File: config.mk
export PLATFORM = sky130hd
export DESIGN_NAME = flash_wrap_reader
export DESIGN_NICKNAME = d
export VERILOG_FILES = /design/src/rtl/flash_wrap_pkg.sv /design/src/rtl/fwr_cfg_reg.sv /design/src/rtl/fwr_dummy_ctr.sv /design/src/rtl/fwr_addr_gen.sv /design/src/rtl/flash_wrap_reader.sv
export SDC_FILE = /design/constraint.sdc
export NUM_CORES = 1
export LEC_CHECK = 0
export BUFFER_PORTS_ARGS = -buffer_cell sky130_fd_sc_hd__buf_2
export CORE_UTILIZATION = 51
export CTS_CLUSTER_SIZE = 25
export DETAILED_ROUTE_END_ITERATION = 7
export PLACE_DENSITY = 0.87
export SLEW_MARGIN = 0
export SYNTH_ARGS = -nofsm -noshare
export SYNTH_HDL_FRONTEND = slang
export SYNTH_SLANG_ARGS = --single-unit
File: constraint.sdc
create_clock -name clk -period 4.3 [get_ports clk]
set_clock_uncertainty 0.2 [all_clocks]
set_input_delay 0.86 -clock clk [delete_from_list [all_inputs] [get_ports clk]]
set_output_delay 0.86 -clock clk [all_outputs]
set_load 0.005 [all_outputs]
File: src/rtl/flash_wrap_pkg.sv
package flash_wrap_pkg;

  typedef enum logic [1:0] {
    OP_NOP   = 2'b00,
    OP_WRCFG = 2'b01,
    OP_RDCFG = 2'b10,
    OP_FREAD = 2'b11
  } fw_op_e;

  typedef enum logic [1:0] {
    ST_IDLE  = 2'b00,
    ST_DUMMY = 2'b01,
    ST_DATA  = 2'b10
  } fw_state_e;

  localparam logic [1:0] ORDER_W16 = 2'b00;
  localparam logic [1:0] ORDER_W32 = 2'b01;
  localparam logic [1:0] ORDER_W64 = 2'b10;
  localparam logic [1:0] ORDER_SEQ = 2'b11;

  localparam logic [7:0] CFG_RESET   = 8'hFB;
  localparam logic [7:0] CFG_RSVD_MASK = 8'hFB;

endpackage

File: src/rtl/fwr_cfg_reg.sv
module fwr_cfg_reg
  import flash_wrap_pkg::*;
(
  input  logic       clk,
  input  logic       rst_n,
  input  logic       wr_en,
  input  logic [7:0] wr_data,
  output logic [7:0] cfg_q
);

  logic [7:0] cfg_d;

  always_comb begin
    cfg_d = cfg_q;
    if (wr_en) cfg_d = wr_data & CFG_RSVD_MASK;
  end

  always_ff @(posedge clk or negedge rst_n) begin
    if (!rst_n)     cfg_q <= CFG_RESET;
    else if (wr_en) cfg_q <= cfg_d;
  end

  assert_rsvd_zero_R2: assert property (@(posedge clk) disable iff (!rst_n)
    cfg_q[2] == 1'b0);

  assert_hold_no_write_R9: assert property (@(posedge clk) disable iff (!rst_n)
    !wr_en |=> $stable(cfg_q));

endmodule

File: src/rtl/fwr_dummy_ctr.sv
module fwr_dummy_ctr #(
  parameter int DUMMY_DEFAULT = 10,
  parameter int CNT_W = 4
) (
  input  logic       clk,
  input  logic       rst_n,
  input  logic       load,
  input  logic [3:0] code,
  input  logic       dec,
  output logic       done
);

  localparam logic [CNT_W-1:0] DEF_C = CNT_W'(DUMMY_DEFAULT);
  localparam logic [CNT_W-1:0] MAX_C = (DEF_C > CNT_W'(15)) ? DEF_C : CNT_W'(15);

  logic [CNT_W-1:0] cnt_q, cnt_d, span;

  always_comb begin
    if (code == 4'h0 || code == 4'hF) span = DEF_C;
    else                              span = CNT_W'(code);
  end

  always_comb begin
    cnt_d = cnt_q;
    if (load)                        cnt_d = span - CNT_W'(1);
    else if (dec && cnt_q != '0)     cnt_d = cnt_q - CNT_W'(1);
  end

  always_ff @(posedge clk or negedge rst_n) begin
    if (!rst_n)            cnt_q <= '0;
    else if (load || dec)  cnt_q <= cnt_d;
  end

  assign done = (cnt_q == '0);

  assert_cnt_bound_R4: assert property (@(posedge clk) disable iff (!rst_n)
    cnt_q < MAX_C);

  assert_load_span_R3: assert property (@(posedge clk) disable iff (!rst_n)
    load |=> (cnt_q + CNT_W'(1)) == $past(span));

endmodule

File: src/rtl/fwr_addr_gen.sv
module fwr_addr_gen
  import flash_wrap_pkg::*;
#(
  parameter int AW = 8
) (
  input  logic          clk,
  input  logic          rst_n,
  input  logic          load,
  input  logic [AW-1:0] start_addr,
  input  logic [1:0]    order_sel,
  input  logic          step,
  output logic [AW-1:0] addr_q
);

  // AW must be at least 6 so that the largest window fits in the array.
  logic [1:0]    order_q;
  logic [AW-1:0] mask, addr_d, addr_inc;

  always_comb begin
    unique case (order_q)
      ORDER_W16: mask = AW'(15);
      ORDER_W32: mask = AW'(31);
      ORDER_W64: mask = AW'(63);
      default:   mask = '1;
    endcase
  end

  assign addr_inc = addr_q + AW'(1);

  always_comb begin
    addr_d = addr_q;
    if (load)      addr_d = start_addr;
    else if (step) addr_d = (addr_q & ~mask) | (addr_inc & mask);
  end

  always_ff @(posedge clk or negedge rst_n) begin
    if (!rst_n) begin
      addr_q  <= '0;
      order_q <= ORDER_SEQ;
    end else begin
      if (load || step) addr_q <= addr_d;
      if (load)         order_q <= order_sel;
    end
  end

  assert_stay_in_block_R5: assert property (@(posedge clk) disable iff (!rst_n)
    (step && !load && order_q != ORDER_SEQ) |=>
      ((addr_q & ~$past(mask)) == ($past(addr_q) & ~$past(mask))));

  assert_seq_step_R6: assert property (@(posedge clk) disable iff (!rst_n)
    (step && !load && order_q == ORDER_SEQ) |=> addr_q == $past(addr_inc));

endmodule

File: src/rtl/flash_wrap_reader.sv
module flash_wrap_reader
  import flash_wrap_pkg::*;
#(
  parameter int ADDR_W        = 32,
  parameter int AW            = 8,
  parameter int DUMMY_DEFAULT = 10,
  parameter int SYNC_STAGES   = 2
) (
  input  logic              clk,
  input  logic              rst_n,
  input  logic              cmd_valid,
  input  logic [1:0]        cmd_op,
  input  logic [ADDR_W-1:0] cmd_addr,
  input  logic              cmd_wide,
  input  logic [7:0]        cmd_wdata,
  input  logic              cmd_active,
  output logic              cfg_rvalid,
  output logic [7:0]        cfg_rdata,
  output logic              out_valid,
  output logic [7:0]        out_byte
);

  localparam int CNT_W = $clog2(((DUMMY_DEFAULT > 15) ? DUMMY_DEFAULT : 15) + 1);

  // Reset: asserted asynchronously, released through a flop chain.
  logic [SYNC_STAGES-1:0] rst_chain;
  logic rst_i_n;

  genvar gi;
  generate
    for (gi = 0; gi < SYNC_STAGES; gi++) begin : g_rsync
      if (gi == 0) begin : g_first
        always_ff @(posedge clk or negedge rst_n) begin
          if (!rst_n) rst_chain[gi] <= 1'b0;
          else        rst_chain[gi] <= 1'b1;
        end
      end else begin : g_next
        always_ff @(posedge clk or negedge rst_n) begin
          if (!rst_n) rst_chain[gi] <= 1'b0;
          else        rst_chain[gi] <= rst_chain[gi-1];
        end
      end
    end
  endgenerate

  assign rst_i_n = rst_chain[SYNC_STAGES-1];

  fw_state_e state_q, state_d;
  logic [7:0] cfg_q;
  logic cfg_we, rd_req, rd_vld_q;
  logic [7:0] rd_data_q;
  logic burst_ld, addr_step, dummy_dec, dummy_done;
  logic [ADDR_W-1:0] eff_addr;
  logic [AW-1:0] addr_q;
  logic [7:0] rom_byte;

  assign eff_addr = cmd_wide ? cmd_addr : (cmd_addr & ADDR_W'(32'h00FF_FFFF));

  always_comb begin
    state_d   = state_q;
    cfg_we    = 1'b0;
    rd_req    = 1'b0;
    burst_ld  = 1'b0;
    addr_step = 1'b0;
    dummy_dec = 1'b0;
    unique case (state_q)
      ST_IDLE: begin
        if (cmd_valid) begin
          unique case (fw_op_e'(cmd_op))
            OP_WRCFG: cfg_we = 1'b1;
            OP_RDCFG: rd_req = 1'b1;
            OP_FREAD: begin
              if (cmd_active) begin
                burst_ld = 1'b1;
                state_d  = ST_DUMMY;
              end
            end
            default: ;
          endcase
        end
      end
      ST_DUMMY: begin
        if (!cmd_active)     state_d = ST_IDLE;
        else if (dummy_done) state_d = ST_DATA;
        else                 dummy_dec = 1'b1;
      end
      ST_DATA: begin
        if (!cmd_active) state_d = ST_IDLE;
        else             addr_step = 1'b1;
      end
      default: state_d = ST_IDLE;
    endcase
  end

  always_ff @(posedge clk or negedge rst_i_n) begin
    if (!rst_i_n) state_q <= ST_IDLE;
    else          state_q <= state_d;
  end

  always_ff @(posedge clk or negedge rst_i_n) begin
    if (!rst_i_n) begin
      rd_vld_q  <= 1'b0;
      rd_data_q <= 8'h00;
    end else begin
      rd_vld_q <= rd_req;
      if (rd_req) rd_data_q <= cfg_q;
    end
  end

  fwr_cfg_reg u_cfg (
    .clk     (clk),
    .rst_n   (rst_i_n),
    .wr_en   (cfg_we),
    .wr_data (cmd_wdata),
    .cfg_q   (cfg_q)
  );

  fwr_dummy_ctr #(.DUMMY_DEFAULT(DUMMY_DEFAULT), .CNT_W(CNT_W)) u_dummy (
    .clk   (clk),
    .rst_n (rst_i_n),
    .load  (burst_ld),
    .code  (cfg_q[7:4]),
    .dec   (dummy_dec),
    .done  (dummy_done)
  );

  fwr_addr_gen #(.AW(AW)) u_addr (
    .clk        (clk),
    .rst_n      (rst_i_n),
    .load       (burst_ld),
    .start_addr (eff_addr[AW-1:0]),
    .order_sel  (cfg_q[1:0]),
    .step       (addr_step),
    .addr_q     (addr_q)
  );

  // Array contents are a computed pattern: 7*i + 0x3C.
  assign rom_byte = 8'(({{(8 > AW ? 8 - AW : 0){1'b0}}, addr_q} * 8'd7) + 8'h3C);

  assign out_valid  = (state_q == ST_DATA);
  assign out_byte   = out_valid ? rom_byte : 8'h00;
  assign cfg_rvalid = rd_vld_q;
  assign cfg_rdata  = rd_data_q;

  assert_data_after_dummy_R3: assert property (@(posedge clk) disable iff (!rst_i_n)
    $rose(out_valid) |-> $past(state_q) == ST_DUMMY);

  assert_stop_on_release_R8: assert property (@(posedge clk) disable iff (!rst_i_n)
    !cmd_active |=> !out_valid);

  assert_cfg_frozen_in_burst_R9: assert property (@(posedge clk) disable iff (!rst_i_n)
    (state_q != ST_IDLE) |=> $stable(cfg_q));

  assert_rvalid_cause_R2: assert property (@(posedge clk) disable iff (!rst_i_n)
    cfg_rvalid |-> $past(cmd_valid && cmd_op == OP_RDCFG && state_q == ST_IDLE));

endmodule

Word level (Yosys, flattened, before mapping)
Cells that the tools add are included.
Widths: inputs -> output; s select.
{"block": "totals", "input_bits": 47, "register_bits": 33, "out_inout_bits": 18}
{"block": "op_classes", "mul": 1, "n_eq_ne": 13, "add_sub_neg": 4, "muxes": 28, "n_bitwise": 4, "n_reduce_logical": 14}
{"cell": "$mux 8", "count": 3}
{"cell": "$pmux 8 s3", "count": 1}
{"cell": "$and 8x8->8", "count": 2}
{"cell": "$mux 1", "count": 14}
{"cell": "$mux 2", "count": 6}
{"cell": "$mux 4", "count": 3}
{"cell": "$add 8x1->8 const B", "count": 1}
{"cell": "$add 8x6->8 const B", "count": 1}
{"cell": "$eq 2x2->1 const B", "count": 4}
{"cell": "$logic_not 4->1", "count": 2}
{"cell": "$mul 8x3->8 const B", "count": 1}
{"cell": "$not 8->8", "count": 1}
{"cell": "$or 8x8->8", "count": 1}
{"cell": "$sub 4x1->4 const B", "count": 2}
{"cell": "$eq 2x1->1 const B", "count": 3}
{"cell": "$ne 2x2->1 const B", "count": 3}
{"cell": "$pmux 2 s3", "count": 1}
{"cell": "$reduce_and 5->1", "count": 1}
{"cell": "$eq 4x4->1 const B", "count": 1}
{"cell": "$logic_not 2->1", "count": 2}
{"cell": "$reduce_and 2->1", "count": 2}
{"cell": "$reduce_bool 2->1", "count": 2}
{"cell": "$reduce_bool 4->1", "count": 1}
{"cell": "$logic_or 1x1->1", "count": 3}
{"cell": "other kinds (3)", "count": 3}

Logic depth before layout (Yosys ltp)
Gate-level depths: netlist of the first run.
{"block": "depth", "depth_word": 7, "depth_mapped": 10}

By module
A second synthesis of the first run with hierarchy kept.
{"block": "unflattened", "cells_unflattened": 188, "area_unflattened_um2": 2099.5}
{"mod": "flash_wrap_reader", "n_inst": 1, "cells_per_inst": 86, "area_per_inst_um2": 955.9, "seq_area_each_um2": 325.3}
{"mod": "fwr_addr_gen", "n_inst": 1, "cells_per_inst": 53, "area_per_inst_um2": 534.3, "seq_area_each_um2": 252.7}
{"mod": "fwr_cfg_reg", "n_inst": 1, "cells_per_inst": 17, "area_per_inst_um2": 311.5, "seq_area_each_um2": 183.9}
{"mod": "fwr_dummy_ctr", "n_inst": 1, "cells_per_inst": 32, "area_per_inst_um2": 297.8, "seq_area_each_um2": 100.1}

Worst setup path before layout of the first run
OpenSTA, ideal clock, no wires.
{"block": "synth_path", "path_type": "flip-flop to output port", "start": "register u_addr.addr_q[1]", "end": "output port out_byte[7]", "path_slack_ps": 823, "path_buffers": 0, "path_stages_with_launch": 11, "arrival_time_ps": 2417, "path_cell_list": "dfrtp_1 > inv_1 > ha_1 > fa_1 > inv_1 > ha_1 > fa_1 > a21o_1 > a21oi_1 > xnor2_1 > nor2_1"}
{"block": "synth_between", "elab_chain_cells": 3}
{"element": "start, declared", "line": "fwr_addr_gen.sv:12", "source": "output logic [AW-1:0] addr_q"}
{"element": "start signal, assigned", "line": "fwr_addr_gen.sv:41", "source": "if (load || step) addr_q <= addr_d;"}
{"element": "$mul 8x3->8", "line": "flash_wrap_reader.sv:138", "source": "assign rom_byte = 8'(({{(8 > AW ? 8 - AW : 0){1'b0}}, addr_q} * 8'd7) + 8'h3C);"}
{"element": "$add 8x6->8", "line": "flash_wrap_reader.sv:138"}
{"element": "$mux 8", "line": "flash_wrap_reader.sv:141", "source": "assign out_byte = out_valid ? rom_byte : 8'h00;"}
{"element": "end, declared", "line": "flash_wrap_reader.sv:20", "source": "output logic [7:0] out_byte"}
No other way between the ends.

Worst setup path after layout of the first run
Same ends and word-level chain as after synthesis.

==> impl_results.md, run 1 <==
* Clock Sinks at 33
* DR vias at 1473
* Clk pwr share at between 10% and 20%
* Synth top area share at 29.78%
* Initial Utilization at 54.28%
* VDD IR max at about 300 uV
* Area contributors post-synth: dfrtp_1, ha_1, dfstp_2
* Setup slack, reg-to-reg at 1.96 ns
* CTS tree: built
* Vias per cell at between 5 and 6
* DIE AREA at 4210 um^2
* Root buf cell: clkbuf_8
* Reg area at 838.3 um^2
* Pre-antenna DRT Iters at 4
* Cells after synthesis at 189
* Syn nets at 260
* Worst slew pin tran at 0.7462 ns
* Most numerous cell in the Yosys netlist: dfrtp_1
* Final worst slack at a little over 0.2 ns
* Final TNS setup at 0 ns
* Max-cap violations at 0
* Die H at 64.89 um
* Worst setup SP type: flop
* Number of flops mapped to enable cells by yosys at 0
* CTS Buf Count at 5
* Hold-fix buffers, CTS at 0
* Max Slew Vio Count at 0
* Crit path DAT at 3.04 ns
* Min Tclk post-route at between 4 and 5 ns
* Slowest cell on crit path: fa_1
* Global-route wire length before repair at 6644 um
* CP Class: flop to output port
* Synth-to-Final Area Change at 14.95%
* Logic gate share of total power at 45.8%
* Top-Level Pins at 65
* Core Area at 3716 um^2
* PD cells at 574.1 nW/um^2
* CP endpoint kind: output port
* Slowest Stage Delay on Critical Path at 0.51 ns
* Internal power at ~830 uW
* Netlist cell types at 47
* Slew HR at 50.15%
* Crit Reg-Reg Startpoint: state_q[0]$_DFFE_PN0P_
* PnR Total Power at 1331 uW
* Final setup vio count at 0
* Starting DRC count in detailed routing at 28
* Remaining Overflow, GRT at 0
* Status: complete, no violations
* DP HPWL at 3039 um
* Placer congestion estimate at 0.7294
* Nets at 300
* Part of the cycle the worst path needs at a little over nine tenths
* CP startpoint: u_addr.addr_q[1]$_DFFE_PN0P_
* Vias in the first global route at 1520
* Switching pwr at 497.3 uW
* Clock Pin Slew Worst Setup and Hold Paths at around 0.07 ns
* Syn_area_per_cell at approximately 11 um^2
* Max FO, Critical Path at 4
* Wirelength, routed at 3940 um
* Max H-tree Level at 2
* Worst hold margin at 0.03852 ns
* DP Worst Slack at between 0.4 and 0.5 ns
* Flops & latches, synth at 33
* Fill count at between 300 and 400
* WL per Instance at 14.17 um
* Skew-Pair Late Insertion Delay at 0.29 ns
* Final ANT Viol Nets at 0
* Unrepaired setup endpoints after global routing: no
* Initial antenna violation count at 0
* Post-route DRC at 0
* HP Class: flop to async pin
* CTS Buffer Depth at 2
* All-Layer GR Usage at 20.95%
* Synth top cells by count: dfrtp_1, ha_1, inv_1
* Synth Flop Type: dfrtp_1
* Share of cells above drive strength 1 at 32.17%
* IO buf count at 37
* Flop pwr share at 37.4%
* Area of the multi-input gates at 1074 um^2
* Ys Warns at 0
* Seq/Total Area, Yosys at between 40% and 50%
* Leak at 0.001157 uW
* Sw frac at a little under two fifths
* CP Data Required Time at 3.24 ns
* Ys async rst share at 100.0%
* Peak Freq at 244.1 MHz
* Die width at 64.89 um
* Row cnt at 22
* CP Cell Sequence: inv_1 > ha_1 > fa_1 > inv_1 > ha_1 > fa_1 > a21o_1 > a21oi_1 > xnor2_1 > nor2_1 > buf_2
* Pin count of the biggest net entering global routing at 17
* Synthesized area at 2017 um^2
* Antenna Cells at 0
* Hold Fails Final Rpt at 0
* Area leader, netlist: dfrtp_1
kinds of logic after synthesis:
group / synth area share, %
and+or+nand+nor: 14.08
DFF: 41.50
AOI/OAI and AO/OA: 8.064
adders and majority gates: 16.75
buffers and inverters: 5.272
muxes: 10.05
xor gates and xnor gates: 3.908
other: 0.3723
metal layers:
metal | GRT usage (%) | vias up | part of all wire [%]
met5 | 0 | - | 0
met4 | 8.333 | 0 | 1.5
met3 | 5.458 | 7 | 4.6
met2 | 35.68 | 40 | 50
met1 | 25.00 | 705 | 44
li1 | - | 721 | -
metrics by stage:
step | cell area [um^2] | utilization, % | std cells
6_report | 2318 | 62.39 | 278
5_1_grt | 2318 | 62.39 | 278
4_1_cts | 2317 | 62.36 | 278
3_5_place_dp | 2235 | 60.13 | 270
3_3_place_gp | 2235 | 60.13 | 270
2_1_floorplan | 2017 | - | 189
final timing paths:
check | to | depth (start not counted)
worst max-delay path | out_byte[7] | 11
worst min-delay path | cfg_rdata[0]$_DFFE_PN0P_ | 0
worst max register to register | u_dummy.cnt_q[2]$_DFFE_PN0P_ | 6
worst min register to register | cfg_rdata[0]$_DFFE_PN0P_ | 0
max in group asynchronous | u_addr.order_q[1]$_DFFE_PN1P_ | 1
min in group clk | rst_i_n$_DFF_PN0_ | 0
what timing repair did:
action | 4_1_cts | 5_1_grt
gates resized for setup | 0 | 1
endpoints found under the hold margin | 0 | 0
setup buffers | 0 | 0
setup endpoints to repair | 0 | 1
power by group through the flow:
stage               clock [uW]  combinational, uW  sequential [uW]
floorplan                    0                462              483
global placement             0                561              494
detailed placement           0                613              501
CTS                        231                619              497
global route               244                691              511
finish                     224                610              497
critical path, delay by kind of cell (launching register included):
kind | cells | cell delay (ns)
adder cells (fa/ha/maj) | 4 | 1.50
flip-flops | 1 | 0.41
AO/OA/AOI/OAI | 2 | 0.38
buffers and inverters | 3 | 0.30
XOR/XNOR | 1 | 0.13
AND/OR/NAND/NOR | 1 | 0.05
placed cells by master, fill, tap and decap left out, types with 2 or more instances in the layout:
| cell | count |
|---|---|
| ha_1 | 19 |
| a211o_1 | 2 |
| mux2i_1 | 2 |
| buf_2 | 37 |
| dfstp_2 | 9 |
| nand4_1 | 3 |
| a21oi_1 | 7 |
| xnor2_1 | 6 |
| and3_1 | 3 |
| nor3_1 | 5 |
| nand3_1 | 4 |
| or2_2 | 2 |
| o21ai_0 | 3 |
| fa_1 | 5 |
| nor3b_1 | 2 |
| nor2_1 | 11 |
| clkinv_2 | 2 |
| a21o_1 | 2 |
| a31oi_1 | 2 |
| conb_1 | 2 |
| xor2_1 | 3 |
| o211ai_1 | 2 |
| and2_1 | 4 |
| dfrtp_1 | 23 |
| inv_1 | 18 |
| clkbuf_8 | 5 |
| nand2_1 | 12 |
| mux2_2 | 14 |
layout make-up:
class	count	share of cell area (%)
flip-flops and latches	33	36.16
well taps	48	2.590
inverters	19	3.076
clock inverters	2	0.4317
repair buffers	38	8.311
multi-input cells	132	46.30
clock buffers	6	3.130
Power figures use the tool's default switching activity.
==> run 2, diff against run 1 <==
--- a/config.mk
+++ b/config.mk
@@ -10,6 +10,7 @@
 export CTS_CLUSTER_SIZE = 25
 export DETAILED_ROUTE_END_ITERATION = 7
 export PLACE_DENSITY = 0.87
+export RECOVER_POWER = 50
 export SLEW_MARGIN = 0
 export SYNTH_ARGS = -nofsm -noshare
 export SYNTH_HDL_FRONTEND = slang
==> impl_results.md, run 2 (synthesized netlist as in run 1, its figures left out) <==
* Max H-tree Level at 2 (unchanged)
* CP Data Required Time at 3.24 ns (about the same)
* Post-route DRC at 0 (unchanged)
* Worst setup SP type: flop
* Design Area, Final at 2312 um^2 (-0.27%)
* Min Tclk post-route at 4.098 ns (+0.001033 ns)
* CTS tree: built
* Status: complete, no violations
* DP HPWL at 3039 um (unchanged)
* Inst Count DP at 270 (unchanged)
* Wirelength, routed at 3948 um (+0.20%)
* CP delay by family, top: adder cells
* Worst hold margin at 0.03799 ns (-0.0005339 ns)
* Slowest cell on crit path: fa_1
* CP startpoint: u_addr.addr_q[1]$_DFFE_PN0P_
* Top-Level Pins at 65 (unchanged)
* Antenna Cells at 0 (unchanged)
* Clock Pin Slew Worst Setup and Hold Paths at 0.07 ns (about the same)
* Unrepaired setup endpoints after global routing: no
* Initial antenna violation count at 0 (unchanged)
* Worst Path Buf+Inv at 3 (unchanged)
* Share of cells above drive strength 1 at 30.87% (-1.3 points)
* Highest metal used: met4
* Die H at 64.89 um (unchanged)
* All-Layer GR Usage at 20.95% (unchanged)
* Commonest non-fill, non-tap cell in the layout: buf_2
* Core Area at 3716 um^2 (unchanged)
* Final ANT Viol Nets at 0 (unchanged)
* DIE AREA at 4210 um^2 (unchanged)
* Core Util, Final at 62.22% (-0.17 points)
* Max FO, Critical Path at 4 (unchanged)
* Row cnt at 22 (unchanged)
* Crit Reg-Reg Startpoint: state_q[0]$_DFFE_PN0P_
* Met3 wire len at 177 um (-2.2%)
* Crit path DAT at 3.04 ns (about the same)
* Peak Freq at 244.0 MHz (about the same)
* Leak at 0.001146 uW (-0.90%)
* Max-cap violations at 0 (unchanged)
* DR vias at 1469 (-0.27%)
* Post-route insts no fill at 278 (unchanged)
* VDD IR max at 296.8 uV (-0.54%)
* HP Class: flop to async pin
* CTS Buffer Depth at 2 (unchanged)
* Fill count at 349 (+0.58%)
* Vias per cell at 5.284 (-0.27%)
* Final setup vio count at 0 (unchanged)
* CP endpoint kind: output port
* IO buf count at 37 (unchanged)
* Remaining Overflow, GRT at 0 (unchanged)
* Hold Fails Final Rpt at 0 (unchanged)
* Pre-antenna DRT Iters at 4 (unchanged)
* Final TNS setup at 0 ns (unchanged)
* CP Class: flop to output port
* Starting DRC count in detailed routing at 29 (+3.6%)
* WL per Instance at 14.20 um (+0.20%)
* Global-route wire length before repair at 6644 um (unchanged)
* CP Cell Sequence: inv_1 > ha_1 > fa_1 > inv_1 > ha_1 > fa_1 > a21o_1 > a21oi_1 > xnor2_1 > nor2_1 > buf_2
* Initial Utilization at 54.28% (unchanged)
* WL met2 at 1969 um (-0.46%)
* Die width at 64.89 um (unchanged)
* Postcts setup bufs at 0 (unchanged)
* Root buf cell: clkbuf_8
* Slowest Stage Delay on Critical Path at 0.51 ns (about the same)
* Vias in the first global route at 1520 (unchanged)
* Clock Sinks at 33 (unchanged)
* Max Slew Vio Count at 0 (unchanged)
* Nets at 300 (unchanged)
* Placer congestion estimate at 0.7294 (unchanged)
* Slew HR at 41.51% (-8.6 points)
* Worst slew pin tran at 0.8774 ns (+0.1312 ns)
* WL met1 at 1740 um (+1.2%)
* CTS Buf Count at 5 (unchanged)
* PD cells at 575.3 nW/um^2 (+0.20%)
* DP Area at 2235 um^2 (unchanged)
* Most frequent cells in the layout: buf_2, dfrtp_1, ha_1, inv_1, mux2_2
* Skew-Pair Late Insertion Delay at 0.29 ns (about the same)
* Synth-to-Final Area Change at 14.64%
* Hold-fix buffers, CTS at 0 (unchanged)
* Part of the cycle the worst path needs at 95.31% (about the same)
* Cts repair resizes at 0 (unchanged)
* Setup slack, reg-to-reg at 1.96 ns (about the same)
* Pin count of the biggest net entering global routing at 17 (unchanged)
[run 2: area by class of cell]
class	count	area [um^2]	area share, %
well taps	48	60.06	2.597
inverters	19	71.32	3.084
flip-flops and latches	33	838.3	36.26
clock inverters	2	10.01	0.4329
multi-input cells	132	1074	46.43
clock buffers	6	72.57	3.139
repair buffers	38	186.4	8.063
[run 2: layer usage]
layer  GRT usage (%)  vias up
met3           5.458        7
met1           25.00      703
met2           35.68       38
li1                -      721
met5               0        -
met4           8.333        0
[run 2: report_power, final]
| part | leakage (uW) | internal, uW | switching, uW |
|---|---|---|---|
| sequential | 0.000385 | 414 | 82.8 |
| clock | 0.0000450 | 112 | 112 |
| combinational | 0.000717 | 307 | 303 |
| total | 0.00115 | 833 | 497 |
[run 2: metrics by stage]
step | total power [uW] | setup WS (ns)
final | 1330 | 0.2016
after global placement | 1056 | 0.5744
after floorplan | 945.5 | 0.8230
after global routing | 1446 | 0.03520
after detailed placement | 1114 | 0.4654
after CTS | 1347 | 0.1406
[run 2: worst reg2reg max path, delay by kind of cell (launching register included)]
family	cells	cell delay (ns)
AND/OR/NAND/NOR	2	0.89
flip-flops	1	0.42
multiplexers	1	0.32
adder cells (fa/ha/maj)	1	0.19
XOR/XNOR	1	0.13
AO/OA/AOI/OAI	1	0.08
[run 2: worst paths after layout]
path | cells past startpoint | to
worst max-delay path | 11 | out_byte[7]
worst max register to register | 6 | u_dummy.cnt_q[2]$_DFFE_PN0P_
min in group clk | 0 | rst_i_n$_DFF_PN0_
worst min-delay path | 0 | cfg_rdata[0]$_DFFE_PN0P_
max in group asynchronous | 1 | u_addr.addr_q[2]$_DFFE_PN0P_
worst min register to register | 0 | cfg_rdata[0]$_DFFE_PN0P_
